<file path="src/rtl/pit_pkg.sv">
package pit_pkg;
  localparam int unsigned CNT_W = 16;

  typedef enum logic [2:0] {
    M_INT     = 3'd0,
    M_ONESHOT = 3'd1,
    M_RATE    = 3'd2,
    M_SQUARE  = 3'd3,
    M_SWSTB   = 3'd4,
    M_HWSTB   = 3'd5
  } pit_mode_e;

  function automatic pit_mode_e decode_mode(input logic [2:0] code);
    case (code)
      3'd0:    return M_INT;
      3'd1:    return M_ONESHOT;
      3'd2:    return M_RATE;
      3'd3:    return M_SQUARE;
      3'd4:    return M_SWSTB;
      3'd5:    return M_HWSTB;
      3'd6:    return M_RATE;
      default: return M_SQUARE;
    endcase
  endfunction

  // gate low freezes the count
  function automatic logic gate_pauses(input pit_mode_e m);
    return (m == M_INT) || (m == M_RATE) || (m == M_SQUARE) || (m == M_SWSTB);
  endfunction

  // gate rise starts an armed count
  function automatic logic gate_starts(input pit_mode_e m);
    return (m == M_ONESHOT) || (m == M_HWSTB);
  endfunction

  // gate rise restarts the running period
  function automatic logic gate_restarts(input pit_mode_e m);
    return (m == M_RATE) || (m == M_SQUARE);
  endfunction
endpackage

</file>
<file path="src/rtl/pit_gate_sense.sv">
module pit_gate_sense (
  input  logic clk_i,
  input  logic rst_ni,
  input  logic tick_i,
  input  logic gate_i,
  output logic gate_q_o,
  output logic rise_o
);
  always_ff @(posedge clk_i or negedge rst_ni) begin
    if (!rst_ni)     gate_q_o <= 1'b0;
    else if (tick_i) gate_q_o <= gate_i;
  end

  assign rise_o = tick_i & gate_i & ~gate_q_o;
endmodule

</file>
<file path="src/rtl/pit_load_reg.sv">
module pit_load_reg #(
  parameter int unsigned W = 16
) (
  input  logic         clk_i,
  input  logic         rst_ni,
  input  logic         ctrl_we_i,
  input  logic         cnt_we_i,
  input  logic [W-1:0] cnt_data_i,
  input  logic         xfer_i,
  output logic [W-1:0] init_q_o,
  output logic         pending_o,
  output logic         null_o
);
  always_ff @(posedge clk_i or negedge rst_ni) begin
    if (!rst_ni) begin
      init_q_o  <= '0;
      pending_o <= 1'b0;
      null_o    <= 1'b1;
    end else begin
      if (ctrl_we_i) begin
        pending_o <= 1'b0;
        null_o    <= 1'b1;
      end else if (xfer_i) begin
        pending_o <= 1'b0;
        null_o    <= 1'b0;
      end
      // a count write in the same cycle wins over both
      if (cnt_we_i) begin
        init_q_o  <= cnt_data_i;
        pending_o <= 1'b1;
        null_o    <= 1'b1;
      end
    end
  end
endmodule

</file>
<file path="src/rtl/pit_counter.sv">
module pit_counter
  import pit_pkg::*;
#(
  parameter int unsigned W = 16
) (
  input  logic         clk_i,
  input  logic         rst_ni,
  input  pit_mode_e    mode_i,
  input  pit_mode_e    new_mode_i,
  input  logic         ctrl_we_i,
  input  logic         xfer_i,
  input  logic         tick_i,
  input  logic         gate_i,
  input  logic         rise_i,
  input  logic [W-1:0] init_i,
  output logic [W-1:0] cnt_o,
  output logic         run_o,
  output logic         lvl_o,
  output logic         strobe_o,
  output logic         half_o
);
  localparam logic [W-1:0] ONE = W'(1);
  localparam logic [W-1:0] TWO = W'(2);

  logic         armed_q, done_q;
  logic [W-1:0] init_even;
  logic         sq_end, cnt_en;

  assign init_even = {init_i[W-1:1], 1'b0};
  // odd count: high half ends at 0, all other halves end at 2
  assign sq_end    = (half_o && init_i[0]) ? (cnt_o == '0) : (cnt_o == TWO);
  assign cnt_en    = tick_i && run_o && (gate_i || !gate_pauses(mode_i));

  always_ff @(posedge clk_i or negedge rst_ni) begin
    if (!rst_ni) begin
      cnt_o    <= '0;
      run_o    <= 1'b0;
      armed_q  <= 1'b0;
      lvl_o    <= 1'b0;
      strobe_o <= 1'b0;
      half_o   <= 1'b1;
      done_q   <= 1'b0;
    end else if (ctrl_we_i) begin
      run_o    <= 1'b0;
      armed_q  <= 1'b0;
      strobe_o <= 1'b0;
      half_o   <= 1'b1;
      done_q   <= 1'b0;
      lvl_o    <= (new_mode_i != M_INT);
      if (new_mode_i == M_SQUARE) cnt_o[0] <= 1'b0;
    end else if (xfer_i) begin
      strobe_o <= 1'b0;
      done_q   <= 1'b0;
      half_o   <= 1'b1;
      lvl_o    <= (mode_i == M_ONESHOT);
      if (gate_starts(mode_i)) begin
        run_o   <= 1'b0;
        armed_q <= 1'b1;
        cnt_o   <= init_i;
      end else begin
        run_o   <= 1'b1;
        armed_q <= 1'b0;
        cnt_o   <= (mode_i == M_SQUARE) ? init_even : init_i;
      end
    end else if (tick_i) begin
      strobe_o <= 1'b0;
      if (rise_i && armed_q && gate_starts(mode_i)) begin
        cnt_o  <= init_i;
        run_o  <= 1'b1;
        lvl_o  <= 1'b0;
        done_q <= 1'b0;
      end else if (rise_i && run_o && gate_restarts(mode_i)) begin
        cnt_o  <= (mode_i == M_SQUARE) ? init_even : init_i;
        half_o <= 1'b1;
      end else if (cnt_en) begin
        case (mode_i)
          M_INT, M_ONESHOT: begin
            cnt_o <= cnt_o - ONE;
            if (cnt_o == ONE) lvl_o <= 1'b1;
          end
          M_RATE: cnt_o <= (cnt_o == ONE) ? init_i : cnt_o - ONE;
          M_SQUARE: begin
            if (sq_end) begin
              half_o <= ~half_o;
              cnt_o  <= init_even;
            end else begin
              cnt_o  <= cnt_o - TWO;
            end
          end
          default: begin
            cnt_o <= cnt_o - ONE;
            if (cnt_o == ONE && !done_q) begin
              strobe_o <= 1'b1;
              done_q   <= 1'b1;
            end
          end
        endcase
      end
    end
  end
endmodule

</file>
<file path="src/rtl/pit_out_dec.sv">
module pit_out_dec
  import pit_pkg::*;
#(
  parameter int unsigned W = 16
) (
  input  pit_mode_e    mode_i,
  input  logic         run_i,
  input  logic [W-1:0] cnt_i,
  input  logic         lvl_i,
  input  logic         strobe_i,
  input  logic         half_i,
  input  logic         gate_q_i,
  output logic         out_o
);
  localparam logic [W-1:0] ONE = W'(1);

  always_comb begin
    case (mode_i)
      M_INT, M_ONESHOT: out_o = lvl_i;
      M_RATE:           out_o = !gate_q_i || !(run_i && cnt_i == ONE);
      M_SQUARE:         out_o = !gate_q_i || half_i;
      default:          out_o = !strobe_i;
    endcase
  end
endmodule

</file>
<file path="src/rtl/pit_channel.sv">
module pit_channel
  import pit_pkg::*;
#(
  parameter int unsigned CNT_W = pit_pkg::CNT_W
) (
  input  logic             clk_i,
  input  logic             rst_ni,
  input  logic             tick_i,
  input  logic             gate_i,
  input  logic             ctrl_we_i,
  input  logic [2:0]       ctrl_mode_i,
  input  logic             cnt_we_i,
  input  logic [CNT_W-1:0] cnt_data_i,
  output logic             out_o,
  output logic [CNT_W-1:0] count_o,
  output logic             null_cnt_o
);
  pit_mode_e        mode_q, new_mode;
  logic             gate_q, rise, pending, xfer;
  logic [CNT_W-1:0] init_q;
  logic             run, lvl, strobe, half;

  assign new_mode = decode_mode(ctrl_mode_i);
  assign xfer     = tick_i && pending && !ctrl_we_i;

  always_ff @(posedge clk_i or negedge rst_ni) begin
    if (!rst_ni)        mode_q <= M_INT;
    else if (ctrl_we_i) mode_q <= new_mode;
  end

  pit_gate_sense u_gate (
    .clk_i    (clk_i),
    .rst_ni   (rst_ni),
    .tick_i   (tick_i),
    .gate_i   (gate_i),
    .gate_q_o (gate_q),
    .rise_o   (rise)
  );

  pit_load_reg #(.W(CNT_W)) u_load (
    .clk_i      (clk_i),
    .rst_ni     (rst_ni),
    .ctrl_we_i  (ctrl_we_i),
    .cnt_we_i   (cnt_we_i),
    .cnt_data_i (cnt_data_i),
    .xfer_i     (xfer),
    .init_q_o   (init_q),
    .pending_o  (pending),
    .null_o     (null_cnt_o)
  );

  pit_counter #(.W(CNT_W)) u_cnt (
    .clk_i      (clk_i),
    .rst_ni     (rst_ni),
    .mode_i     (mode_q),
    .new_mode_i (new_mode),
    .ctrl_we_i  (ctrl_we_i),
    .xfer_i     (xfer),
    .tick_i     (tick_i),
    .gate_i     (gate_i),
    .rise_i     (rise),
    .init_i     (init_q),
    .cnt_o      (count_o),
    .run_o      (run),
    .lvl_o      (lvl),
    .strobe_o   (strobe),
    .half_o     (half)
  );

  pit_out_dec #(.W(CNT_W)) u_out (
    .mode_i   (mode_q),
    .run_i    (run),
    .cnt_i    (count_o),
    .lvl_i    (lvl),
    .strobe_i (strobe),
    .half_i   (half),
    .gate_q_i (gate_q),
    .out_o    (out_o)
  );
endmodule

</file>
<file path="config.mk">
export PLATFORM = sky130hd
export DESIGN_NAME = pit_channel
export DESIGN_NICKNAME = d
export VERILOG_FILES = /design/src/rtl/pit_pkg.sv /design/src/rtl/pit_gate_sense.sv /design/src/rtl/pit_load_reg.sv /design/src/rtl/pit_counter.sv /design/src/rtl/pit_out_dec.sv /design/src/rtl/pit_channel.sv
export SDC_FILE = /design/constraint.sdc
export NUM_CORES = 1
export LEC_CHECK = 0
export CORE_MARGIN = 5
export CORE_UTILIZATION = 49
export DETAILED_ROUTE_END_ITERATION = 10
export PLACE_DENSITY = 0.76
export SETUP_SLACK_MARGIN = 0.5
export SLEW_MARGIN = 25
export SYNTH_ARGS = -nofsm -noshare
export SYNTH_HDL_FRONTEND = slang
export SYNTH_HIERARCHICAL = 1
export SYNTH_SLANG_ARGS = --single-unit
export TNS_END_PERCENT = 1
</file>
<file path="constraint.sdc">
create_clock -name clk_i -period 2.3 [get_ports clk_i]
set_input_delay 0.69 -clock clk_i [delete_from_list [all_inputs] [get_ports clk_i]]
set_output_delay 0.69 -clock clk_i [all_outputs]
set_load 0.1 [all_outputs]
</file>
==> run metrics, run 1 <==
CTS Buf Count 5; Final Setup Violations 16; routed length per placed instance 20.0 microns; number of global-route vias before repair 3,081; Post-synth top flop dfrtp_1; Clock Skew 7.73 ps; CP max FO 2; Slew @ Worst Pin 595 ps; Port Buffers 42; RSZ-0062 raised after global routing yes; worst min path class input pin to asynchronous set/reset pin; average size of a mapped cell 9.89 sq um; CTS sink count 44; clk slew on worst S/H paths 90 ps; Initial Utilization 50.0%; clock latency on the worst-skew pair 310 ps; Worst EP required 1610 ps; Worst Setup Start Kind register; Period Utilization, post-route 113%; Die Ht 87.3 microns; CTS root buf clkbuf_8; yosys warns 6; vias per cell 6.29; maximum clock rate 383 MHz; Worst slew margin 60.3%; Largest regs u_cnt/cnt_o (16), u_load/init_q_o (16), mode_q (3); maximum vdd drop 958 uV; Placed Area 0.00412 sq mm; final max-slew violation count 0; FILL cells 404; min Tclk post-route 2610 ps; number of synthesized flops with an enable pin 0; share of cells above drive strength 1 41.2%; area occupied by multi-input gates 0.00183 sq mm; DRT Wirelength 9.67 mm; Netlist cell types 72; crit path DAT 1920 ps; area grow syn2layout 50.7%; Diodes inserted 0; drt drc 0; Die X 87.3 microns; sequential share of the synthesized area 37.7%; DRT Pass-1 Iters 5; Worst Setup SP u_cnt/cnt_o[12]; initial antenna violation count 0; Vias 3,039; row cnt 28; number of max-cap violations 0; Final HPWL DP 7.02 mm; LEAKAGE 1.84 nW; met2 Track Usage GR 43.9%; largest net degree at the start of global routing 45; # IOs 43; Final Cell Area 0.00441 sq mm; placer congestion estimate 0.963; Core ar. 0.00585 sq mm; commonest non-fill, non-tap cell in the layout buf_4; syn_nets 326; fraction of registers with async set/reset 100%; GR Util met3 3.50%; Yosys reg bits 44; PwrDens 1060 mW/mm^2; nets@finish 437; commonest cells after routing, fill and taps aside buf_4 (60), dfrtp_1 (26), clkdlybuf4s50_1 (23); # hold bufs at CTS 0; Reg-to-Reg Start u_cnt/cnt_o[0]; TritonCTS clock tree done; dpl ws -538 ps; Max H-tree Level 2; Cell Area, Synth 0.00293 sq mm; Register Area 0.00113 sq mm; GRT met1 Usage 32.9%; critical path class register to primary output; initial DRC count 301; Detail Route Antenna Nets 0; setup ws final -310 ps; total grt overflow 0; Die ar. 0.00762 sq mm; failing checks negative setup slack; gr busiest metal met2; first-pass GRT wire length 15.3 mm; CTS Buffer Depth 2; element type at the critical path end primary output; Cells after Synth 296; run status complete, but fails checks; Total Routing Usage GR 25.6%; Fin. Hold Viols 0; R2R cell count 9
-- cells in the mapped netlist (3+ instances only) --
cell type | number | area (sq um)
clkbuf_1 | 4 | 15.0
o221ai_1 | 5 | 43.8
ha_1 | 5 | 62.6
or4_1 | 4 | 30.0
nor2b_1 | 4 | 25.0
mux2_2 | 11 | 124
o21a_1 | 3 | 22.5
dfrtp_1 | 42 | 1050
nand3_1 | 8 | 40.0
and2_1 | 3 | 18.8
nor4b_1 | 4 | 35.0
nand2b_1 | 3 | 18.8
nand2_1 | 18 | 67.6
a31oi_1 | 5 | 31.3
a21oi_1 | 16 | 80.1
a21boi_0 | 3 | 22.5
nor4_1 | 5 | 31.3
nor3_1 | 13 | 65.1
a22oi_1 | 7 | 52.6
and3_1 | 5 | 31.3
nand4_1 | 6 | 37.5
o21ai_1 | 6 | 30.0
o22ai_1 | 5 | 31.3
o21ai_0 | 10 | 50.1
mux2_4 | 10 | 150
nor2_1 | 15 | 56.3
inv_1 | 15 | 56.3
-- through the flow --
stage	power [mW]	TNS, ps	utilization, %	hold slack, ps	cells
floorplan	2.64	-339	-	394	296
detailed placement	3.83	-7880	70.4	497	474
finish	4.68	-2640	75.4	341	483
global placement	3.80	-6880	70.4	484	474
CTS	4.55	-2250	73.9	357	482
global route	4.88	-3740	75.4	358	483
-- worst paths after layout --
path,to,slack (ps)
min,u_cnt/armed_q,340
max reg2reg,u_cnt/cnt_o[8],-100
min reg2reg,u_cnt/cnt_o[5],520
max in group asynchronous,u_load/null_o,1660
min in group clk_i,u_cnt/cnt_o[5],520
max,out_o,-310
-- critical path, stage by stage (launching register included) --
cell and delay (ps):
dfrtp_4 490, or4_4 580, o22ai_4 180, a41oi_4 150, buf_12 210
-- cell type report --
type / count / area share, %
Sequential cell: 44 / 25.7
Timing Repair Buffer: 114 / 26.8
Inverter: 15 / 1.28
Tap cell: 75 / 2.13
Clock inverter: 3 / 1.05
Multi-Input combinational cell: 227 / 41.5
Clock buffer: 5 / 1.56
-- repair_timing --
| action | in CTS | in global routing |
|---|---|---|
| resized for setup | 21 | 17 |
| pin swaps | 2 | 6 |
| setup endpoints to repair | 30 | 31 |
| buffers inserted | 0 | 1 |
-- report_power, final --
group          total (mW)  switching, mW  internal, mW  leakage, nW
registers            1.16          0.229         0.935        0.520
logic                2.89           1.66          1.24         1.26
clock network       0.627          0.300         0.328       0.0548
-- kinds of logic (layout without fill, tap and decap cells) --
family                   count (synthesis)  in the layout  share of synthesized area (%)
XOR/XNOR                                 1              1                          0.299
flip-flops                              44             44                           37.7
AO/OA/AOI/OAI                           94             94                           23.9
adder cells (fa/ha/maj)                  5              5                           2.14
multiplexers                            21             21                           9.36
AND/OR/NAND/NOR                        106            106                           22.2
buffers and inverters                   25            137                           4.36
-- metal layers --
metal / share of wire (%) / vias up / wire [microns]
met5: 0 / - / 0
met2: 50 / 137 / 4790
li1: - / 1376 / -
met4: 2.8 / 0 / 266
met3: 5.6 / 27 / 541
met1: 42 / 1499 / 4070
No activity file was read; power rests on OpenSTA's default activity.
==> inputs of run 2 (changes only) <==
--- a/config.mk
+++ b/config.mk
@@ -8,11 +8,10 @@
 export CORE_MARGIN = 5
 export CORE_UTILIZATION = 49
 export DETAILED_ROUTE_END_ITERATION = 10
-export PLACE_DENSITY = 0.76
+export PLACE_DENSITY = 0.77
 export SETUP_SLACK_MARGIN = 0.5
 export SLEW_MARGIN = 25
 export SYNTH_ARGS = -nofsm -noshare
 export SYNTH_HDL_FRONTEND = slang
-export SYNTH_HIERARCHICAL = 1
 export SYNTH_SLANG_ARGS = --single-unit
 export TNS_END_PERCENT = 1
==> run metrics, run 2 <==
yosys warns 0 (-6); largest stage delay on the critical path 430 ps (-150 ps); number of synthesized flops with an enable pin 0 (unchanged); CTS Buf Count 5 (unchanged); first-pass GRT wire length 13.6 mm (-11%); Final HPWL DP 6.18 mm (-12%); Port Buffers 42 (unchanged); TritonCTS clock tree done; PwrDens 916 mW/mm^2 (-14%); routed length per placed instance 18.5 microns (-7.7%); Die X 84.5 microns (-3.2%); element type at the critical path end primary output; clk slew on worst S/H paths 90 ps (about the same); Int Power 2.02 mW (-19%); crit path DAT 2060 ps (+140 ps); average size of a mapped cell 9.56 sq um (-3.3%); Worst slew margin 49.7% (-11 points); Slew @ Worst Pin 754 ps (+159 ps); Synth top area share 38.7% (+2.8 points); CTS Buffer Depth 2 (unchanged); nets@finish 407 (-6.9%); LEAKAGE 1.64 nW (-11%); RSZ-0062 raised after global routing yes; Final Hold Slack 452 ps (+111 ps); initial antenna violation count 0 (unchanged); number of max-cap violations 0 (unchanged); area leader, netlist dfrtp_1; CTS root buf clkbuf_8; worst min path class input pin to asynchronous set/reset pin; Final Setup Violations 5 (-11); run status complete, but fails checks; initial DRC count 143 (-52%); switching power 1.63 mW (-25%); flop2flop setup slack -110 ps (about the same); Initial Utilization 49.9% (-0.079 points); fraction of registers with async set/reset 100% (unchanged); Post-synth top flop dfrtp_1; Clock Skew 9.95 ps (+2.23 ps); Comb pwr share 55.0% (-6.8 points); Final Cell Area 0.00398 sq mm (-9.8%); critical path's top delay family simple AND/OR/NAND/NOR gates; commonest non-fill, non-tap cell in the layout buf_4; Clk pwr share 16.5% (+3.1 points); number of global-route vias before repair 2,906 (-5.7%); total grt overflow 0 (unchanged); final max-slew violation count 0 (unchanged); clock latency on the worst-skew pair 300 ps (about the same); row cnt 27 (-3.6%); Die ar. 0.00713 sq mm (-6.4%); critical path class register to primary output; failing checks negative setup slack; Core ar. 0.00544 sq mm (-7.0%); drt drc 0 (unchanged); Max H-tree Level 2 (unchanged); Period Utilization, post-route 120% (+6.2 points); DRT Pass-1 Iters 4 (-1); Yosys reg bits 44 (unchanged); Netlist cell types 62 (-14%); Sw Ratio 44.7% (-2.0 points); Die Ht 84.5 microns (-3.2%); placer congestion estimate 0.943 (-2.1%); DRT Wirelength 8.32 mm (-14%); vias per cell 6.15 (-2.3%); Detail Route Antenna Nets 0 (unchanged); Vias 2,766 (-9.0%); Largest regs u_cnt.cnt_o (16), u_load.init_q_o (16), mode_q (3); largest net degree at the start of global routing 33 (-27%); min Tclk post-route 2750 ps (+143 ps); crit-path cells nor4_2 > buf_4 > nand4_2 > nor3b_2 > a21oi_1 > o221ai_2 > o21ai_4 > buf_12; syn_nets 314 (-3.7%); FILL cells 376 (-6.9%); Flop pwr share 28.4% (+3.6 points); # IOs 43 (unchanged); Cell Area, Synth 0.00272 sq mm (-7.2%); most common cell in the netlist dfrtp_1; CP max FO 4 (+2); Fin. Hold Viols 0 (unchanged); Worst EP required 1610 ps (about the same); Placed Area 0.00374 sq mm (-9.3%); Critical path buffers and inverters 2 (+1); Worst Setup Start Kind register; commonest cells in the netlist dfrtp_1 (42), nand2_1 (21), nor2_1 (20); sequential share of the synthesized area 40.6% (+2.9 points); Synth area leaders dfrtp_1 (39%), mux2_2 (7.5%), a221oi_1 (3.5%); commonest cells after routing, fill and taps aside buf_4 (56), dfrtp_1 (27), nand2_1 (21), clkdlybuf4s50_1 (21), nor2_1 (19); # Post-CTS Setup Buffers 0 (unchanged); Total Routing Usage GR 23.5% (-2.2 points); Diodes inserted 0 (unchanged); share of cells above drive strength 1 40.5% (-0.70 points); CTS sink count 44 (unchanged); setup ws final -454 ps (-143 ps); maximum clock rate 363 MHz (-5.2%); maximum vdd drop 906 uV (-5.4%); Cells after Synth 284 (-4.1%); area grow syn2layout 46.5%; slowest stage cell, crit path dfrtp_2
==> run 2: cell count changes in the layout (fill, tap and decap cells not counted), moves of 5 or more <==
cell,before,now
a221oi_1,1,11
mux2_4,10,0
o22ai_1,4,9
nor3_1,13,8
a22oi_1,6,0
nor2_1,13,19
mux2_2,11,18
buf_12,18,10
==> run 2: area by class of cell <==
| class | count | area (sq um) | share of cell area [%] |
|---|---|---|---|
| multi-input combinational | 211 | 1590 | 40.0 |
| sequential | 44 | 1130 | 28.5 |
| timing repair buffer | 103 | 1010 | 25.3 |
| tap | 72 | 90.1 | 2.26 |
| clock buffer | 5 | 68.8 | 1.73 |
| inverter | 12 | 45.0 | 1.13 |
| clock inverter | 3 | 42.5 | 1.07 |
==> run 2: path summary, 6_finish.rpt <==
| kind | startpoint | endpoint | cells past startpoint |
|---|---|---|---|
| max in group asynchronous | rst_ni | u_cnt.cnt_o[11] | 2 |
| max | u_cnt.cnt_o[14] | out_o | 8 |
| min reg2reg | u_cnt.done_q | u_cnt.strobe_o | 1 |
| min in group clk_i | u_cnt.done_q | u_cnt.strobe_o | 1 |
| min | rst_ni | u_cnt.cnt_o[3] | 1 |
| max reg2reg | u_cnt.cnt_o[7] | u_cnt.cnt_o[13] | 7 |
==> run 2: cell families after synthesis <==
| family | Yosys count | share of synthesized area [%] |
|---|---|---|
| and+or+nand+nor | 95 | 19.0 |
| AOI/OAI and AO/OA | 86 | 23.5 |
| DFF | 44 | 40.6 |
| adders and majority gates | 5 | 2.30 |
| xor gates and xnor gates | 4 | 1.29 |
| buffers and inverters | 29 | 4.65 |
| muxes | 21 | 8.61 |
==> run 2: metal layers <==
layer	track usage, %	vias up	part of all wire (%)
met3	5.59	32	6.3
met4	12.7	0	3.8
li1	-	1265	-
met1	26.3	1344	38
met5	0	-	0
met2	41.1	125	52
==> run 2: metrics by stage <==
stage	setup slack (ps)	cells	TNS [ps]	power (mW)	util [%]
2_1_floorplan	-428	284	-1460	2.16	-
6_report	-454	450	-624	3.65	73.2
3_3_place_gp	-279	442	-2770	2.89	68.7
4_1_cts	-447	450	-669	3.62	72.3
3_5_place_dp	-341	442	-3550	2.94	68.7
5_1_grt	-548	450	-1830	3.79	73.2
==> run 2: what timing repair did <==
action | 4_1_cts | 5_1_grt
pin swaps | 5 | 2
gates cloned | 0 | 0
hold buffers | 0 | 0
gates resized for setup | 22 | 11
setup endpoints to repair | 32 | 28
==> run 2: power groups by stage <==
stage                     clock network [mW]  logic (mW)  registers [mW]
after floorplan                            0       0.541            1.62
after global placement                     0        1.87            1.03
after detailed placement                   0        1.91            1.04
after CTS                              0.614        1.97            1.03
after global routing                   0.640        2.10            1.05
final                                  0.604        2.01            1.04
==> run 2: worst reg2reg max path, stage by stage (launching register included) <==
cell and delay [ps]:
dfrtp_4 500, nor4_4 320, buf_4 210, nand4_2 160
a2111o_1 440, nand2_4 130, mux2_1 340, a32o_1 210
